===== config.mk =====
export PLATFORM = sky130hd
export DESIGN_NAME = ovf_irq_ctrl
export DESIGN_NICKNAME = d
export VERILOG_FILES = /design/src/rtl/ovf_irq_pkg.sv /design/src/rtl/ovf_reg_decode.sv /design/src/rtl/ovf_enable_mask.sv /design/src/rtl/ovf_status_bank.sv /design/src/rtl/ovf_irq_ctrl.sv
export SDC_FILE = /design/constraint.sdc
export NUM_CORES = 1
export LEC_CHECK = 0
export BUFFER_PORTS_ARGS = -buffer_cell sky130_fd_sc_hd__buf_2
export CAP_MARGIN = 20
export CORE_ASPECT_RATIO = 1.1
export CORE_UTILIZATION = 48
export DETAILED_ROUTE_END_ITERATION = 10
export PLACE_DENSITY = 0.77
export SLEW_MARGIN = 20
export SYNTH_ARGS = -nofsm -noshare
export SYNTH_HDL_FRONTEND = slang
export SYNTH_HIERARCHICAL = 1
export SYNTH_SLANG_ARGS = --single-unit

===== constraint.sdc =====
create_clock -name clk_i -period 1.6 [get_ports clk_i]
set_clock_uncertainty 0.05 [all_clocks]
set_input_delay 0.16 -clock clk_i [delete_from_list [all_inputs] [get_ports clk_i]]
set_output_delay 0.16 -clock clk_i [all_outputs]
set_load 0.05 [all_outputs]

===== src/rtl/ovf_irq_pkg.sv =====
package ovf_irq_pkg;

    // Register offsets decoded by software; kept fixed.
    localparam logic [11:0] OFS_EN_SET  = 12'hCB8;
    localparam logic [11:0] OFS_EN_DIS  = 12'hCBC;
    localparam logic [11:0] OFS_EN_READ = 12'hCC0;
    localparam logic [11:0] OFS_ST_CLR  = 12'hCC4;
    localparam logic [11:0] OFS_ST_READ = 12'hCC8;

    typedef enum logic [1:0] {
        RSEL_NONE = 2'd0,
        RSEL_EN   = 2'd1,
        RSEL_ST   = 2'd2
    } rd_sel_e;

endpackage


===== src/rtl/ovf_reg_decode.sv =====
module ovf_reg_decode #(
    parameter int ADDR_W = 12,
    parameter int DATA_W = 32,
    parameter int N_ST   = 24
) (
    input  logic                  wr_en_i,
    input  logic [ADDR_W-1:0]     wr_addr_i,
    input  logic [DATA_W-1:0]     wr_data_i,
    input  logic [ADDR_W-1:0]     rd_addr_i,
    output logic [N_ST-1:0]       set_mask_o,
    output logic [N_ST-1:0]       dis_mask_o,
    output logic [N_ST-1:0]       clr_mask_o,
    output ovf_irq_pkg::rd_sel_e  rd_sel_o
);
    import ovf_irq_pkg::*;

    localparam logic [ADDR_W-1:0] A_SET  = ADDR_W'(OFS_EN_SET);
    localparam logic [ADDR_W-1:0] A_DIS  = ADDR_W'(OFS_EN_DIS);
    localparam logic [ADDR_W-1:0] A_ENRD = ADDR_W'(OFS_EN_READ);
    localparam logic [ADDR_W-1:0] A_CLR  = ADDR_W'(OFS_ST_CLR);
    localparam logic [ADDR_W-1:0] A_STRD = ADDR_W'(OFS_ST_READ);

    logic [N_ST-1:0] wr_bits;
    assign wr_bits = wr_data_i[N_ST-1:0];

    always_comb begin
        set_mask_o = '0;
        dis_mask_o = '0;
        clr_mask_o = '0;
        if (wr_en_i) begin
            if (wr_addr_i == A_SET) set_mask_o = wr_bits;
            if (wr_addr_i == A_DIS) dis_mask_o = wr_bits;
            if (wr_addr_i == A_CLR) clr_mask_o = wr_bits;
        end
    end

    always_comb begin
        if (rd_addr_i == A_ENRD)      rd_sel_o = RSEL_EN;
        else if (rd_addr_i == A_STRD) rd_sel_o = RSEL_ST;
        else                          rd_sel_o = RSEL_NONE;
    end

    // A write reaches at most one of the three action groups.
    always_comb begin
        a_one_action_r9: assert ($countones({|set_mask_o, |dis_mask_o, |clr_mask_o}) <= 1);
    end

endmodule


===== src/rtl/ovf_enable_mask.sv =====
module ovf_enable_mask #(
    parameter int N_ST = 24
) (
    input  logic            clk_i,
    input  logic            rst_ni,
    input  logic [N_ST-1:0] set_mask_i,
    input  logic [N_ST-1:0] dis_mask_i,
    output logic [N_ST-1:0] en_o
);
    typedef struct packed {
        logic [N_ST-1:0] en;
    } en_state_t;

    en_state_t st_d, st_q;

    always_comb begin
        st_d    = st_q;
        st_d.en = (st_q.en | set_mask_i) & ~dis_mask_i;
    end

    always_ff @(posedge clk_i or negedge rst_ni) begin
        if (!rst_ni) st_q <= '0;
        else         st_q <= st_d;
    end

    assign en_o = st_q.en;

    p_set_r2: assert property (@(posedge clk_i) disable iff (!rst_ni)
        (set_mask_i != '0) |=> ((en_o & $past(set_mask_i)) == $past(set_mask_i)));

    p_dis_r3: assert property (@(posedge clk_i) disable iff (!rst_ni)
        (dis_mask_i != '0) |=> ((en_o & $past(dis_mask_i)) == '0));

    p_hold_r9: assert property (@(posedge clk_i) disable iff (!rst_ni)
        (set_mask_i == '0 && dis_mask_i == '0) |=> $stable(en_o));

endmodule


===== src/rtl/ovf_status_bank.sv =====
module ovf_status_bank #(
    parameter int N_ST = 24
) (
    input  logic            clk_i,
    input  logic            rst_ni,
    input  logic [N_ST-1:0] ovf_i,
    input  logic [N_ST-1:0] clr_mask_i,
    output logic [N_ST-1:0] st_o
);
    typedef struct packed {
        logic [N_ST-1:0] flags;
    } st_state_t;

    st_state_t st_d, st_q;
    logic [N_ST-1:0] next_flags;

    // Per-bit sticky flag: a pulse in the clear cycle keeps the bit set.
    for (genvar i = 0; i < N_ST; i++) begin : g_flag
        assign next_flags[i] = ovf_i[i] | (st_q.flags[i] & ~clr_mask_i[i]);
    end

    always_comb begin
        st_d       = st_q;
        st_d.flags = next_flags;
    end

    always_ff @(posedge clk_i or negedge rst_ni) begin
        if (!rst_ni) st_q <= '0;
        else         st_q <= st_d;
    end

    assign st_o = st_q.flags;

    p_ovf_sets_r5: assert property (@(posedge clk_i) disable iff (!rst_ni)
        (ovf_i != '0) |=> ((st_o & $past(ovf_i)) == $past(ovf_i)));

    p_sticky_r5: assert property (@(posedge clk_i) disable iff (!rst_ni)
        1'b1 |=> (($past(st_o & ~clr_mask_i) & ~st_o) == '0));

    p_clear_r6: assert property (@(posedge clk_i) disable iff (!rst_ni)
        (clr_mask_i != '0) |=> ((st_o & $past(clr_mask_i & ~ovf_i)) == '0));

    p_ovf_wins_r7: assert property (@(posedge clk_i) disable iff (!rst_ni)
        ((ovf_i & clr_mask_i) != '0) |=> ((st_o & $past(ovf_i & clr_mask_i)) == $past(ovf_i & clr_mask_i)));

endmodule


===== src/rtl/ovf_irq_ctrl.sv =====
module ovf_irq_ctrl #(
    parameter int ADDR_W = 12,
    parameter int DATA_W = 32,
    parameter int N_BW   = 8,
    parameter int N_GEN  = 16
) (
    input  logic              clk_i,
    input  logic              rst_ni,
    input  logic              wr_en_i,
    input  logic [ADDR_W-1:0] wr_addr_i,
    input  logic [DATA_W-1:0] wr_data_i,
    input  logic              rd_en_i,
    input  logic [ADDR_W-1:0] rd_addr_i,
    output logic [DATA_W-1:0] rd_data_o,
    input  logic [N_BW-1:0]   bw_ovf_i,
    input  logic [N_GEN-1:0]  gen_ovf_i,
    output logic              irq_o
);
    import ovf_irq_pkg::*;

    localparam int N_ST = N_BW + N_GEN;

    typedef struct packed {
        logic              irq;
        logic [DATA_W-1:0] rdata;
    } out_state_t;

    logic [N_ST-1:0] set_mask, dis_mask, clr_mask;
    logic [N_ST-1:0] en_vec, st_vec, ovf_vec;
    rd_sel_e         rd_sel;
    out_state_t      out_d, out_q;

    // General counters sit above the bandwidth counters.
    assign ovf_vec = {gen_ovf_i, bw_ovf_i};

    ovf_reg_decode #(.ADDR_W(ADDR_W), .DATA_W(DATA_W), .N_ST(N_ST)) i_decode (
        .wr_en_i   (wr_en_i),
        .wr_addr_i (wr_addr_i),
        .wr_data_i (wr_data_i),
        .rd_addr_i (rd_addr_i),
        .set_mask_o(set_mask),
        .dis_mask_o(dis_mask),
        .clr_mask_o(clr_mask),
        .rd_sel_o  (rd_sel)
    );

    ovf_enable_mask #(.N_ST(N_ST)) i_enable (
        .clk_i     (clk_i),
        .rst_ni    (rst_ni),
        .set_mask_i(set_mask),
        .dis_mask_i(dis_mask),
        .en_o      (en_vec)
    );

    ovf_status_bank #(.N_ST(N_ST)) i_status (
        .clk_i     (clk_i),
        .rst_ni    (rst_ni),
        .ovf_i     (ovf_vec),
        .clr_mask_i(clr_mask),
        .st_o      (st_vec)
    );

    always_comb begin
        out_d     = out_q;
        out_d.irq = |(st_vec & en_vec);
        if (rd_en_i) begin
            out_d.rdata = '0;
            case (rd_sel)
                RSEL_EN: out_d.rdata[N_ST-1:0] = en_vec;
                RSEL_ST: out_d.rdata[N_ST-1:0] = st_vec;
                default: out_d.rdata = '0;
            endcase
        end
    end

    always_ff @(posedge clk_i or negedge rst_ni) begin
        if (!rst_ni) out_q <= '0;
        else         out_q <= out_d;
    end

    assign irq_o     = out_q.irq;
    assign rd_data_o = out_q.rdata;

    p_irq_rise_r8: assert property (@(posedge clk_i) disable iff (!rst_ni)
        ((st_vec & en_vec) != '0) |=> irq_o);

    p_irq_fall_r8: assert property (@(posedge clk_i) disable iff (!rst_ni)
        ((st_vec & en_vec) == '0) |=> !irq_o);

    p_upper_zero_r10: assert property (@(posedge clk_i) disable iff (!rst_ni)
        rd_data_o[DATA_W-1:N_ST] == '0);

    p_rd_hold_r10: assert property (@(posedge clk_i) disable iff (!rst_ni)
        !rd_en_i |=> $stable(rd_data_o));

endmodule


; Word level (Yosys, flattened, before mapping)
; Cells that the tools add are included.
[totals]
register_bits = 73
latch_bits = 0
ramBits = 0
romBits = 0
inputBits = 84
out_inout_bits = 33
mem_count = 0
[classes]
n_addsub = 0
mul = 0
n_div = 0
magnitude_cmp = 0
n_eq_ne = 7
n_shift = 0
mux = 9
bitwise = 76
reduce_logical = 1
[op_table]
columns = op, n
row1 = $mux 24, 6
row2 = $eq 12x12->1 const B, 5
row3 = $and 24x24->24, 2
row4 = $pmux 24 s2, 1
row5 = $and 1x1->1, 24
row6 = $not 1->1, 24
row7 = $not 24->24, 1
row8 = $or 1x1->1, 24
row9 = $or 24x24->24, 1
row10 = $reduce_or 24->1, 1
row11 = $mux 2, 2
row12 = $eq 2x1->1 const B, 1
row13 = $eq 2x2->1 const B, 1

; Longest topological paths before layout
[logic_depth]
depth_word = 6
ltp_mapped = 8

; Hierarchy
; The synthesis kept the hierarchy.
[modules_own_cells]
columns = mod, instances, cells_per_inst, area_each_um2
row1 = ovf_reg_decode, 1, 187, 1619.1
row2 = ovf_irq_ctrl, 1, 137, 1328.8
row3 = ovf_status_bank, 1, 72, 870.8
row4 = ovf_enable_mask, 1, 48, 840.8

; Worst setup path before layout
; OpenSTA, ideal clock, no wires.
[synth_timing]
path_kind = input -> register
start = in rd_addr_i[1]
end = reg out_q, in the netlist rd_data_o[0]
setup_time_ns = 0.082
t_arrival_ns = 1.764
path_slack_ns = -0.296
path_stages = 7
n_path_buf = 2
cell_sequence = or4b_2 -> nor3_1 -> ha_1 -> nand2b_1 -> buf_2 -> buf_6 -> o22ai_1
[synth_via]
elab_chain_cells = 5
[synth_lines]
columns = element, line_no
row1 = start: declaration, ovf_irq_ctrl.sv:13  ; input logic [ADDR_W-1:0] rd_addr_i,
row2 = $eq 12x12->1, ovf_reg_decode.sv:39  ; else if (rd_addr_i == A_STRD) rd_sel_o = RSEL_ST;
row3 = $mux 2, ovf_reg_decode.sv:39
row4 = $mux 2 (*), ovf_reg_decode.sv:38  ; if (rd_addr_i == A_ENRD) rd_sel_o = RSEL_EN;
row5 = via rd_sel[1], ovf_irq_ctrl.sv:30  ; rd_sel_e rd_sel;
row6 = $eq 2x2->1 or $eq 2x1->1 (tied branches), ovf_irq_ctrl.sv:68  ; case (rd_sel)
row7 = $pmux 24 s2 (*), ovf_irq_ctrl.sv:68
row8 = end signal: assignment, ovf_irq_ctrl.sv:78  ; else out_q <= out_d;
row9 = end: declaration, ovf_irq_ctrl.sv:31  ; out_state_t out_d, out_q;
; The timed path passes the listed nets; every way through them passes the cells marked *.
; A chain may end at the register's enable or synchronous reset.

; Worst setup path in the final report
[layout_timing]
start = in rd_addr_i[1]
end = reg out_q, in the netlist rd_data_o[0]
[layout_rtl]
columns = element, line_no
row1 = $eq 12x12->1 (*), ovf_reg_decode.sv:38
row2 = $mux 2 (*), ovf_reg_decode.sv:38
row3 = via rd_sel[0], ovf_irq_ctrl.sv:30
row4 = $eq 2x2->1 or $eq 2x1->1 (tied branches), ovf_irq_ctrl.sv:68
row5 = $pmux 24 s2 (*), ovf_irq_ctrl.sv:68
; Marks and branches as above.

==> flow_metrics.py <==
metrics = {
    "layout": {
        "post-route-cell-area_mm2": 0.00578,
        "post_route_cells_drive_above_1_share_pct": 38.2,
        "instances_no_fill": 680,
        "layout_common_cells": "sky130_fd_sc_hd__buf_2, sky130_fd_sc_hd__dfrtp_1, sky130_fd_sc_hd__nor4_2, sky130_fd_sc_hd__inv_1, sky130_fd_sc_hd__a22oi_1",
        "antenna_cells_inserted": 0,
        "area_growth_pct": 24.1,
        "fin_util_pct": 61.5,
        "count_of_fill_cells_added_during_filler_insertion": 762,
        "mostFrequentLayoutCell": "sky130_fd_sc_hd__buf_2",
        "design.final.nets": 644,
    },
    "run_status": {
        "run_status": "complete, no violations",
    },
    "pwr": {
        "power_frac_clock_pct": 36.5,
        "powerDensity_mw_per_mm2": 645,
        "vdd_ir_drop_max_mv": 0.427,
        "total_power_consumption_of_the_routed_design_mw": 3.73,
        "power_leakage_nw": 2.22,
        "power.share.switching_pct": 28.0,
        "power_switching_mw": 1.05,
        "internal_power_mw": 2.69,
        "p_comb_share_pct": 13.9,
        "seqPwrFrac_pct": 49.6,
    },
    "worst_setup_path": {
        "cpPeakStageDelay_ns": 0.52,
        "crit_start": "rd_addr_i[1]",
        "top_delay_family_on_crit_path": "simple AND/OR/NAND/NOR gates",
        "worst-endpoint-required_ns": 1.83,
        "critical_path.reg2reg.endpoint": "irq_o$_DFF_PN0_",
        "r2r_cells": 3,
        "setup.reg_to_reg.worst_slack_ns": 0.17,
        "crit_path_capture_type": "flip-flop",
        "critical_path_peak_fanout": 12,
        "slowest_stage": "sky130_fd_sc_hd__or4_4",
        "worst-endpoint-arrival_ns": 1.78,
        "worstPathCellList": "buf_2 > or4_4 > nor3_2 > inv_1 > ha_1 > nand2b_4 > o22ai_1",
        "startpoint_types": "input pin",
        "critical_path.reg2reg.startpoint": "i_status/st_o[11]$_DFF_PN0_",
        "cp_num_buf_inv": 2,
        "timing.setup.critical_path_class": "input pin to flip-flop",
    },
    "synthesis": {
        "synth.distinct_cells": 29,
        "synthesis.yosys.warnings": 6,
        "synth_sequential_area_ratio_pct": 39.2,
        "ys_ff_latch": 73,
        "syn_area_per_cell_um2": 10.5,
        "syn-cell-area_mm2": 0.00466,
        "post_synth_inst_count": 444,
    },
    "timing": {
        "hold_violations": 0,
        "rsz0062_at_grt": "true",
        "achievable-frequency_mhz": 642,
        "final_period_minus_worst_setup_slack_ns": 1.56,
        "timing_max_transition_violations_final": 0,
        "setup_viol_count_final": 0,
        "fin_crit_sh_pct": 97.4,
        "hold_slack_ns": 0.153,
        "fin_setup_tns_ns": 0,
        "postLayoutSetupSlackWorst_ns": 0.0419,
    },
    "clock_network": {
        "tritoncts.num_buffers": 9,
        "htreeDepth": 3,
        "clkTransAtPathRegs_ns": 0.08,
        "cts_tree": "done",
        "clock_tree.root_cell": "sky130_fd_sc_hd__clkbuf_8",
        "tritoncts_num_sinks": 73,
        "clockBufferDepth": 2,
        "insertion_delay_ns": 0.37,
    },
    "floorplan": {
        "initial_core_util_pct": 49.6,
        "rows": 37,
        "die_y_um": 105,
        "die-width_um": 95.9,
        "floorplan.die_area_mm2": 0.0101,
        "core-area_mm2": 0.00940,
        "floorplan.io_pins": 117,
    },
    "placement": {
        "dpl_worst_slack_ns": -0.357,
        "placed_cells_incl_taps": 638,
        "final_weighted_congestion_in_routability_driven_placement": 0.828,
        "dpl.hpwl_um": 8050,
        "placement.cell_area_mm2": 0.00533,
        "port_buffers": 100,
    },
    "global_routing": {
        "global_route.usage.total_pct": 26.0,
        "grt.overflow.total": 0,
        "first_global_vias": 3952,
        "wire_length_of_the_first_global_routing_pass_um": 19900,
        "antenna_found_initial": 0,
        "grt_start_max_net_pins": 74,
    },
    "detailed_routing": {
        "post_drt_via_cell_ratio": 5.81,
        "vias": 3948,
        "routed_wire_length_per_instance_um": 18.2,
        "drc": 0,
        "drt-initial-drc-count": 215,
        "finalWirelength_um": 12400,
        "drt-pass1-iter-count": 4,
        "detail-route-antenna-nets": 0,
    },
    "worst_hold_path": {
        "hold_path_depth": 5,
        "hold_end": "i_status/st_o[12]$_DFF_PN0_",
        "min-delay-start": "wr_data_i[12]",
        "worst_hold_path_type": "input pin to flip-flop",
    },
    "job": {
        "timing.max_cap.violations": 0,
    },
}
[worst reg2reg max path, delay by kind of cell, from the launching register on]
family,cells,cell delay (ns)
flops,1,0.42
simple gates,2,0.55
compound gates,1,0.28
[final cells by class]
cell class	instances	area [um2]	share of cell area, %
Timing Repair Buffer	146	1030	17.9
Tap cell	117	146	2.53
Inverter	50	188	3.25
Multi-Input combinational cell	278	2410	41.6
Clock inverter	5	30.0	0.519
Sequential cell	73	1830	31.6
Clock buffer	11	151	2.62
[Yosys cell counts, drive strengths merged]
cell type	number	area share, %
nand4	4	0.54
nand3b	24	3.9
nand2b	25	3.4
ha	2	0.54
or4b	1	0.21
or3	1	0.13
o21ba	24	5.2
or3b	1	0.19
nor4	72	20
conb	1	0.080
dfrtp	73	39
a21o	24	3.9
a22oi	36	5.9
or4	2	0.40
nand2	24	1.9
buf	31	5.0
nand4bb	2	0.48
nor3	2	0.21
nand4b	1	0.19
inv	50	4.0
o22ai	24	3.2
clkbuf	20	1.6
[worst max path at each step]
stage	to	slack (ns)	cells past startpoint
2_1_floorplan	rd_data_o[0]$_DFFE_PN0P_	-0.13	8
3_3_place_gp	rd_data_o[20]$_DFFE_PN0P_	-0.28	8
3_5_place_dp	rd_data_o[0]$_DFFE_PN0P_	-0.36	7
4_1_cts	rd_data_o[0]$_DFFE_PN0P_	0.02	7
5_1_grt	rd_data_o[0]$_DFFE_PN0P_	-0.04	7
6_report	rd_data_o[0]$_DFFE_PN0P_	0.04	7
[power groups by stage]
stage	logic [mW]	clock network, mW	registers (mW)
global placement	0.456	0	1.89
finish	0.519	1.36	1.85
global route	0.560	1.47	1.85
CTS	0.516	1.38	1.85
detailed placement	0.469	0	1.89
floorplan	0.256	0	1.90
[kinds of logic (layout without fill, tap and decap cells)]
family / count (synthesis) / count (layout) / share of synthesized area (%)
other: 1 / 8 / 0.0805
DFF: 73 / 73 / 39.2
buffers and inverters: 101 / 212 / 10.7
AOI/OAI and AO/OA: 108 / 108 / 18.2
adders and majority gates: 2 / 2 / 0.537
and+or+nand+nor: 159 / 160 / 31.3
[routing by layer]
| layer | vias to the layer above | track usage (%) | wire, um |
|---|---|---|---|
| met4 | 0 | 11.5 | 324 |
| met5 | - | 0 | 0 |
| met3 | 21 | 4.11 | 619 |
| met1 | 1962 | 33.2 | 5080 |
| met2 | 139 | 43.1 | 6370 |
| li1 | 1826 | - | - |
[registers in the layout, summed over array words and instances (netlist names)]
name / cells
i_enable/en_o: 24
i_status/st_o: 24
rd_data_o: 24
irq_o: 1
[timing repair]
item	4_1_cts	5_1_grt
resized for setup	0	2
hold buffers	25	0
buffers inserted	0	0
hold endpoints to repair	97	0
endpoints found under the setup margin	0	23
Power figures use the tool's default switching activity.
